### src/rtl/blkop_pkg.sv
package blkop_pkg;

  typedef enum logic [1:0] {
    PRIV_USER  = 2'd0,
    PRIV_SUPER = 2'd1,
    PRIV_RSVD  = 2'd2,
    PRIV_MACH  = 2'd3
  } priv_e;

  typedef enum logic [1:0] {
    OP_ZERO  = 2'd0,
    OP_CLEAN = 2'd1,
    OP_FLUSH = 2'd2,
    OP_INVAL = 2'd3
  } op_e;

  typedef enum logic [1:0] {
    VD_ALLOW   = 2'd0,
    VD_ILLEGAL = 2'd1,
    VD_VIRTUAL = 2'd2
  } verdict_e;

  // enable-field positions inside each configuration word
  localparam int INVAL_LO  = 4;
  localparam int INVAL_HI  = 5;
  localparam int CLNFL_BIT = 6;
  localparam int ZERO_BIT  = 7;

  localparam int CAUSE_W = 5;
  localparam logic [CAUSE_W-1:0] CAUSE_ILLEGAL = 5'd2;
  localparam logic [CAUSE_W-1:0] CAUSE_VIRTUAL = 5'd22;

  function automatic logic [CAUSE_W-1:0] cause_of(verdict_e v);
    case (v)
      VD_ILLEGAL: cause_of = CAUSE_ILLEGAL;
      VD_VIRTUAL: cause_of = CAUSE_VIRTUAL;
      default:    cause_of = '0;
    endcase
  endfunction

endpackage

### src/rtl/blkop_enable_sel.sv
module blkop_enable_sel
  import blkop_pkg::*;
#(
  parameter int CFG_W = 8
) (
  input  op_e              op,
  input  logic [CFG_W-1:0] cfg,
  output logic             en
);

  // pick the enable that governs this operation kind
  function automatic logic pick_enable(op_e o, logic [CFG_W-1:0] c);
    case (o)
      OP_ZERO:           pick_enable = c[ZERO_BIT];
      OP_CLEAN, OP_FLUSH: pick_enable = c[CLNFL_BIT];
      default:           pick_enable = |c[INVAL_HI:INVAL_LO];
    endcase
  endfunction

  assign en = pick_enable(op, cfg);

endmodule

### src/rtl/blkop_rule.sv
module blkop_rule
  import blkop_pkg::*;
(
  input  priv_e    priv,
  input  logic     virt,
  input  logic     m_en,
  input  logic     h_en,
  input  logic     s_en,
  output logic     hit_rsvd,
  output logic     hit_mach,
  output logic     hit_virt,
  output logic     hit_super,
  output verdict_e verdict
);

  logic below_mach;

  assign below_mach = (priv == PRIV_USER) || (priv == PRIV_SUPER);
  assign hit_rsvd   = (priv == PRIV_RSVD);
  assign hit_mach   = below_mach && !m_en;
  assign hit_virt   = virt && below_mach &&
                      (!h_en || ((priv == PRIV_USER) && !s_en));
  assign hit_super  = (priv == PRIV_USER) && !s_en;

  // fixed priority: reserved level, machine word, guest rules, supervisor word
  always_comb begin
    if (hit_rsvd)       verdict = VD_ILLEGAL;
    else if (hit_mach)  verdict = VD_ILLEGAL;
    else if (hit_virt)  verdict = VD_VIRTUAL;
    else if (hit_super) verdict = VD_ILLEGAL;
    else                verdict = VD_ALLOW;
  end

endmodule

### src/rtl/blkop_align.sv
module blkop_align #(
  parameter int ADDR_W    = 32,
  parameter int BLK_BYTES = 64
) (
  input  logic [ADDR_W-1:0] addr_in,
  output logic [ADDR_W-1:0] addr_out
);

  localparam int OFS_W = $clog2(BLK_BYTES);
  localparam logic [ADDR_W-1:0] LOW_MASK = ADDR_W'((1 << OFS_W) - 1);

  function automatic logic [ADDR_W-1:0] align_down(logic [ADDR_W-1:0] a);
    align_down = a & ~LOW_MASK;
  endfunction

  assign addr_out = align_down(addr_in);

endmodule

### src/rtl/blkop_permit.sv
module blkop_permit
  import blkop_pkg::*;
#(
  parameter int ADDR_W    = 32,
  parameter int BLK_BYTES = 64,
  parameter int CFG_W     = 8
) (
  input  logic              clk,
  input  logic              rst_n,
  input  logic              req_valid,
  input  logic [1:0]        req_priv,
  input  logic              req_virt,
  input  logic [1:0]        req_op,
  input  logic [CFG_W-1:0]  mach_cfg,
  input  logic [CFG_W-1:0]  hyp_cfg,
  input  logic [CFG_W-1:0]  sup_cfg,
  input  logic [ADDR_W-1:0] req_addr,
  output logic              rsp_valid,
  output logic [1:0]        rsp_verdict,
  output logic              rsp_fault,
  output logic [4:0]        rsp_cause,
  output logic [ADDR_W-1:0] rsp_addr
);

  localparam int OFS_W  = $clog2(BLK_BYTES);
  localparam int N_LVLS = 3;  // 0 machine, 1 hypervisor, 2 supervisor

  priv_e    priv_q;
  op_e      op_q;
  verdict_e verdict_c;
  logic [N_LVLS-1:0][CFG_W-1:0] cfg_lvls;
  logic [N_LVLS-1:0]            en_lvls;
  logic m_en, h_en, s_en;
  logic hit_rsvd, hit_mach, hit_virt, hit_super;
  logic [ADDR_W-1:0] aligned_c;

  assign priv_q   = priv_e'(req_priv);
  assign op_q     = op_e'(req_op);
  assign cfg_lvls = {sup_cfg, hyp_cfg, mach_cfg};

  for (genvar g = 0; g < N_LVLS; g++) begin : g_lvl
    blkop_enable_sel #(.CFG_W(CFG_W)) u_sel (
      .op  (op_q),
      .cfg (cfg_lvls[g]),
      .en  (en_lvls[g])
    );
  end

  assign m_en = en_lvls[0];
  assign h_en = en_lvls[1];
  assign s_en = en_lvls[2];

  blkop_rule u_rule (
    .priv      (priv_q),
    .virt      (req_virt),
    .m_en      (m_en),
    .h_en      (h_en),
    .s_en      (s_en),
    .hit_rsvd  (hit_rsvd),
    .hit_mach  (hit_mach),
    .hit_virt  (hit_virt),
    .hit_super (hit_super),
    .verdict   (verdict_c)
  );

  blkop_align #(.ADDR_W(ADDR_W), .BLK_BYTES(BLK_BYTES)) u_align (
    .addr_in  (req_addr),
    .addr_out (aligned_c)
  );

  always_ff @(posedge clk) begin
    if (!rst_n) begin
      rsp_valid   <= 1'b0;
      rsp_verdict <= VD_ALLOW;
      rsp_fault   <= 1'b0;
      rsp_cause   <= '0;
      rsp_addr    <= '0;
    end else begin
      rsp_valid <= req_valid;
      if (req_valid) begin
        rsp_verdict <= verdict_c;
        rsp_fault   <= (verdict_c != VD_ALLOW);
        rsp_cause   <= cause_of(verdict_c);
        rsp_addr    <= aligned_c;
      end
    end
  end

  // one response per request, one cycle later
  p_resp_pulse_r2: assert property (@(posedge clk) disable iff (!rst_n)
    req_valid |=> rsp_valid);
  p_idle_hold_r2: assert property (@(posedge clk) disable iff (!rst_n)
    !req_valid |=> (!rsp_valid && $stable(rsp_verdict) && $stable(rsp_addr)));

  // machine level always allowed
  p_mach_allow_r3: assert property (@(posedge clk) disable iff (!rst_n)
    (req_valid && req_priv == 2'd3) |=> (rsp_verdict == VD_ALLOW));

  // a clear machine-level enable below machine is illegal, ahead of guest rules
  p_mach_cfg_r4: assert property (@(posedge clk) disable iff (!rst_n)
    (req_valid && hit_mach) |=> (rsp_verdict == VD_ILLEGAL));

  // a guest fault only with the guest flag set
  p_virt_needs_flag_r5: assert property (@(posedge clk) disable iff (!rst_n)
    (req_valid && !req_virt) |=> (rsp_verdict != VD_VIRTUAL));

  // reserved level rejected
  p_rsvd_r9: assert property (@(posedge clk) disable iff (!rst_n)
    (req_valid && hit_rsvd) |=> (rsp_verdict == VD_ILLEGAL));

  // response address has no offset bits
  p_align_r10: assert property (@(posedge clk) disable iff (!rst_n)
    rsp_valid |-> (rsp_addr[OFS_W-1:0] == '0));

  // fault flag and cause agree
  p_cause_r11: assert property (@(posedge clk) disable iff (!rst_n)
    rsp_fault |-> (rsp_cause == CAUSE_ILLEGAL || rsp_cause == CAUSE_VIRTUAL));
  p_nocause_r11: assert property (@(posedge clk) disable iff (!rst_n)
    !rsp_fault |-> (rsp_cause == '0));

endmodule

### config.mk
export PLATFORM = sky130hd
export DESIGN_NAME = blkop_permit
export DESIGN_NICKNAME = d
export VERILOG_FILES = /design/src/rtl/blkop_pkg.sv /design/src/rtl/blkop_enable_sel.sv /design/src/rtl/blkop_rule.sv /design/src/rtl/blkop_align.sv /design/src/rtl/blkop_permit.sv
export SDC_FILE = /design/constraint.sdc
export NUM_CORES = 1
export LEC_CHECK = 0
export BUFFER_PORTS_ARGS = -buffer_cell sky130_fd_sc_hd__buf_4
export CAP_MARGIN = 5
export CORE_MARGIN = 10
export CORE_UTILIZATION = 40
export CTS_CLUSTER_DIAMETER = 60
export CTS_CLUSTER_SIZE = 16
export DETAILED_ROUTE_END_ITERATION = 10
export PLACE_DENSITY = 0.83
export SLEW_MARGIN = 20
export SYNTH_ARGS = -nofsm -noshare
export SYNTH_HDL_FRONTEND = slang
export SYNTH_SLANG_ARGS = --single-unit
export TNS_END_PERCENT = 5
### constraint.sdc
create_clock -name clk -period 2.1 [get_ports clk]
set_clock_uncertainty 0.05 [all_clocks]
set_input_delay 0.105 -clock clk [delete_from_list [all_inputs] [get_ports clk]]
set_output_delay 0.105 -clock clk [all_outputs]
set_load 0.02 [all_outputs]
==> results list <==
- Setup bufs post-CTS: 0
* Clock slew at reported path FFs: 0.10 ns
- The final hold violation count was 0.
- Synthesized area divided by synthesized cell count: 10.6 µm²
- Data on the critical path arrives at its endpoint at 1.68 ns.
- For this run, the slowest stage of the critical path takes 0.33 ns.
- Critical path buffers and inverters: 2
- Most frequent cell on the critical path: sky130_fd_sc_hd__ha_1
- CTS tree: built
- STA classifies the critical path startpoint as a primary input.
- Of the cells placed in the final design, the portion with a size suffix greater than 1 is 38.9%.
- For this design the static power due to leakage is 1.15 nW.
- Clock root cell: sky130_fd_sc_hd__clkbuf_4
- In this run the worst path has a maximum fanout of 3.
- Final core utilization: 68.2%
- Share of flip-flops with an asynchronous set or reset: 0%
- Across every metal layer, demand over resource in global routing totals 13.7%.
* Number of nets still failing antenna checks after routing: 0
- Across the VDD grid, the largest voltage drop is 0.429 mV.
- Dividing the final minimum period by the clock period gives 71.2%.
- The die covers 6420 µm².
- Met2 wire len: 2.37 mm
- Number of DRC violations after detailed-routing iteration 0: 28
* Min Clock Period, post-route: 1.50 ns
* Critical path's slowest cell: sky130_fd_sc_hd__ha_1
- Transition time at the pin with the least slew margin: 0.528 ns
- Die W: 80.1 µm
- The net count of the finished layout is 306.
- The floorplan step set the die height to 80.1 µm.
- Critical-path cell list: buf_4 -> inv_1 -> ha_1 -> a221oi_2 -> o21ai_1 -> o21ai_2 -> nor2_1 -> ha_1 -> mux2i_1 -> nor2b_1
* Clock Latency Late Sink: 0.33 ns
- Category of the most critical setup path: primary input to register
* DRT Pass-1 Iters: 2
- Startpoint of the worst setup timing path: req_op[0]
- Syn Inst Count: 136
* Share of synthesized area occupied by flip-flops and latches: 44.3%
- Post-synth cell types: 26
* Antenna diode count: 0
- Entering global routing, the biggest net connects 35 pins.
* DR vias/cell: 4.59
- In this run the critical register-to-register path is launched from rsp_verdict[1].
- The layout has 263 filler cells.
- After detailed routing, the number of remaining DRC violations is 0.
- Setup crit end kind: register
* Number of warnings issued by yosys: 0
- Final wirelength: 4.39 mm
- Adding up every negative setup slack in the final design gives 0 ns.
* DR WL met3: 401 µm
* Depth of the worst register-to-register path: 2
- Slew headroom: 64.8%
* Path length in cells of the critical path: 10
- No sink is reached through more buffers than the 2 on the longest clock path.
* Pwr Density: 594 nW/µm²
- Global-route wire length before repair: 6.99 mm
- For this run, the leading register cell type out of synthesis is sky130_fd_sc_hd__dfxtp_1.
- Number of antenna violations at the first check in global routing: 0
- Across all layers, the routed design uses 1309 vias.
* RSZ-0062 raised after global routing: false
- Setup slack of the worst register-to-register path: 1.29 ns
- Leading post-synthesis cells by cell area: sky130_fd_sc_hd__dfxtp_1 (44%), sky130_fd_sc_hd__mux2i_1 (19%), sky130_fd_sc_hd__nor2b_1 (13%), sky130_fd_sc_hd__buf_4 (6.2%), sky130_fd_sc_hd__ha_1 (3.5%)
- For this run the aggregate overflow at the end of global routing stands at 0.
- Top metal layer carrying routed signals: met4
- Class of the most critical hold timing path: primary input to register
- Area of the core: 3420 µm²
- Max-cap violations in this run came to 0.
* Ports placed on the boundary: 105
- Required time of the critical path: 2.28 ns
* Flip-flop and latch count after synthesis: 32
* Site row count: 21
- Synth area leader: sky130_fd_sc_hd__dfxtp_1
- Endpoint of the worst-slack reg-to-reg timing path: rsp_verdict[1]
* TritonCTS buffer count: 5
- Maximum clock frequency: 669 MHz
- Met1 WL: 1.60 mm
* Number of sinks driven by the clock tree: 32
- Via count of the first global-routing pass: 1419
- Worst setup endpoint: rsp_cause[1]
- Dividing the detail-routed wire length by the instance count gives 15.4 µm.
* Status: finished clean
* Synthesized area: 1450 µm²
* Total setup violations reported at the end of the flow: 0
* Starting Density: 42.3%
* Port buffer count: 78
* Placed wire-length estimate after detailed placement: 2.97 mm
- The area growth from synthesis to layout is 61.2%.
* Number of synthesized flops with an enable pin: 0
* Level count of the clock H-tree: 2
- Max Slew Vio Count: 0
- Top cell family by delay on the critical path: adder cells
- Placer's final routability congestion estimate: 0.691
* Portion of synthesized cell area occupied by the leading cell type: 44.3%
==> worst min path at each step <==
| stage | end | start | cells after the start |
|---|---|---|---|
| after floorplan | rsp_verdict[1] | rst_n | 1 |
| after global placement | rsp_addr[12] | req_addr[12] | 3 |
| after detailed placement | rsp_addr[14] | req_addr[14] | 3 |
| after CTS | rsp_verdict[1] | req_priv[1] | 3 |
| after global routing | rsp_verdict[1] | req_priv[1] | 3 |
| final | rsp_cause[1] | rst_n | 2 |
==> Yosys cell counts, drive strengths merged (2+ instances only) <==
master / number
o21ai: 4
a221oi: 2
nor2: 4
dfxtp: 32
mux2i: 28
clkbuf: 3
inv: 3
nand2: 3
and2: 2
ha: 4
nor2b: 29
buf: 13
==> stage by stage <==
stage	hold slack [ns]	std cells	instance area (µm²)	power [mW]	worst slack (ns)
floorplan	0.181	143	1470	0.852	0.498
global placement	0.309	251	2010	0.976	0.290
finish	0.116	285	2330	1.38	0.605
detailed placement	0.319	251	2010	0.982	0.252
CTS	0.101	285	2330	1.40	0.617
global route	0.113	285	2330	1.45	0.504
==> layout by cell type (no fill, tap or decap), types with 2 or more instances in the layout <==
master	count
sky130_fd_sc_hd__and2_1	2
sky130_fd_sc_hd__buf_4	78
sky130_fd_sc_hd__clkbuf_4	5
sky130_fd_sc_hd__clkinv_2	2
sky130_fd_sc_hd__conb_1	8
sky130_fd_sc_hd__dfxtp_1	32
sky130_fd_sc_hd__dlygate4sd3_1	26
sky130_fd_sc_hd__ha_1	4
sky130_fd_sc_hd__inv_1	3
sky130_fd_sc_hd__mux2i_1	28
sky130_fd_sc_hd__nand2_1	2
sky130_fd_sc_hd__nor2_1	4
sky130_fd_sc_hd__nor2b_1	29
sky130_fd_sc_hd__o21ai_0	2
==> cell type report <==
cell class / count / area [µm²] / share of cell area [%]
Timing Repair Buffer: 104 / 846 / 36.3
Multi-Input combinational cell: 92 / 714 / 30.6
Sequential cell: 32 / 641 / 27.5
Tap cell: 46 / 57.6 / 2.47
Clock buffer: 6 / 51.3 / 2.20
Inverter: 3 / 11.3 / 0.483
Clock inverter: 2 / 10.0 / 0.429
==> registers in the layout, indices dropped and copies added, names as in the netlist <==
register     cells
rsp_verdict      2
rsp_addr        26
rsp_valid        1
rsp_cause        2
rsp_fault        1
==> power by group <==
part	switching (mW)	internal, mW	leakage, nW	total [mW]
registers	0.0189	0.643	0.264	0.662
logic	0.161	0.187	0.844	0.348
clock network	0.215	0.159	0.0380	0.374
==> per-layer routing <==
layer / track usage, % / vias up
li1: - / 644
met1: 13.3 / 611
met2: 25.0 / 51
met3: 7.13 / 3
met4: 3.17 / 0
met5: 0 / -
==> cells by family (layout without fill, tap and decap cells) <==
| logic type | after synthesis | after routing | share of synthesized area, % |
|---|---|---|---|
| buf+inv | 19 | 115 | 8.13 |
| compound gates | 12 | 12 | 7.18 |
| other cells | 1 | 8 | 0.259 |
| mux | 28 | 28 | 19.4 |
| fa+ha+maj | 4 | 4 | 3.46 |
| flops | 32 | 32 | 44.3 |
| simple gates | 40 | 40 | 17.3 |
==> repair_timing <==
item / in CTS / in global routing
endpoints found under the hold margin: 26 / 0
hold buffers: 26 / 0
endpoints found under the setup margin: 0 / 0
resized for setup: 0 / 0
Power figures use the tool's default switching activity.
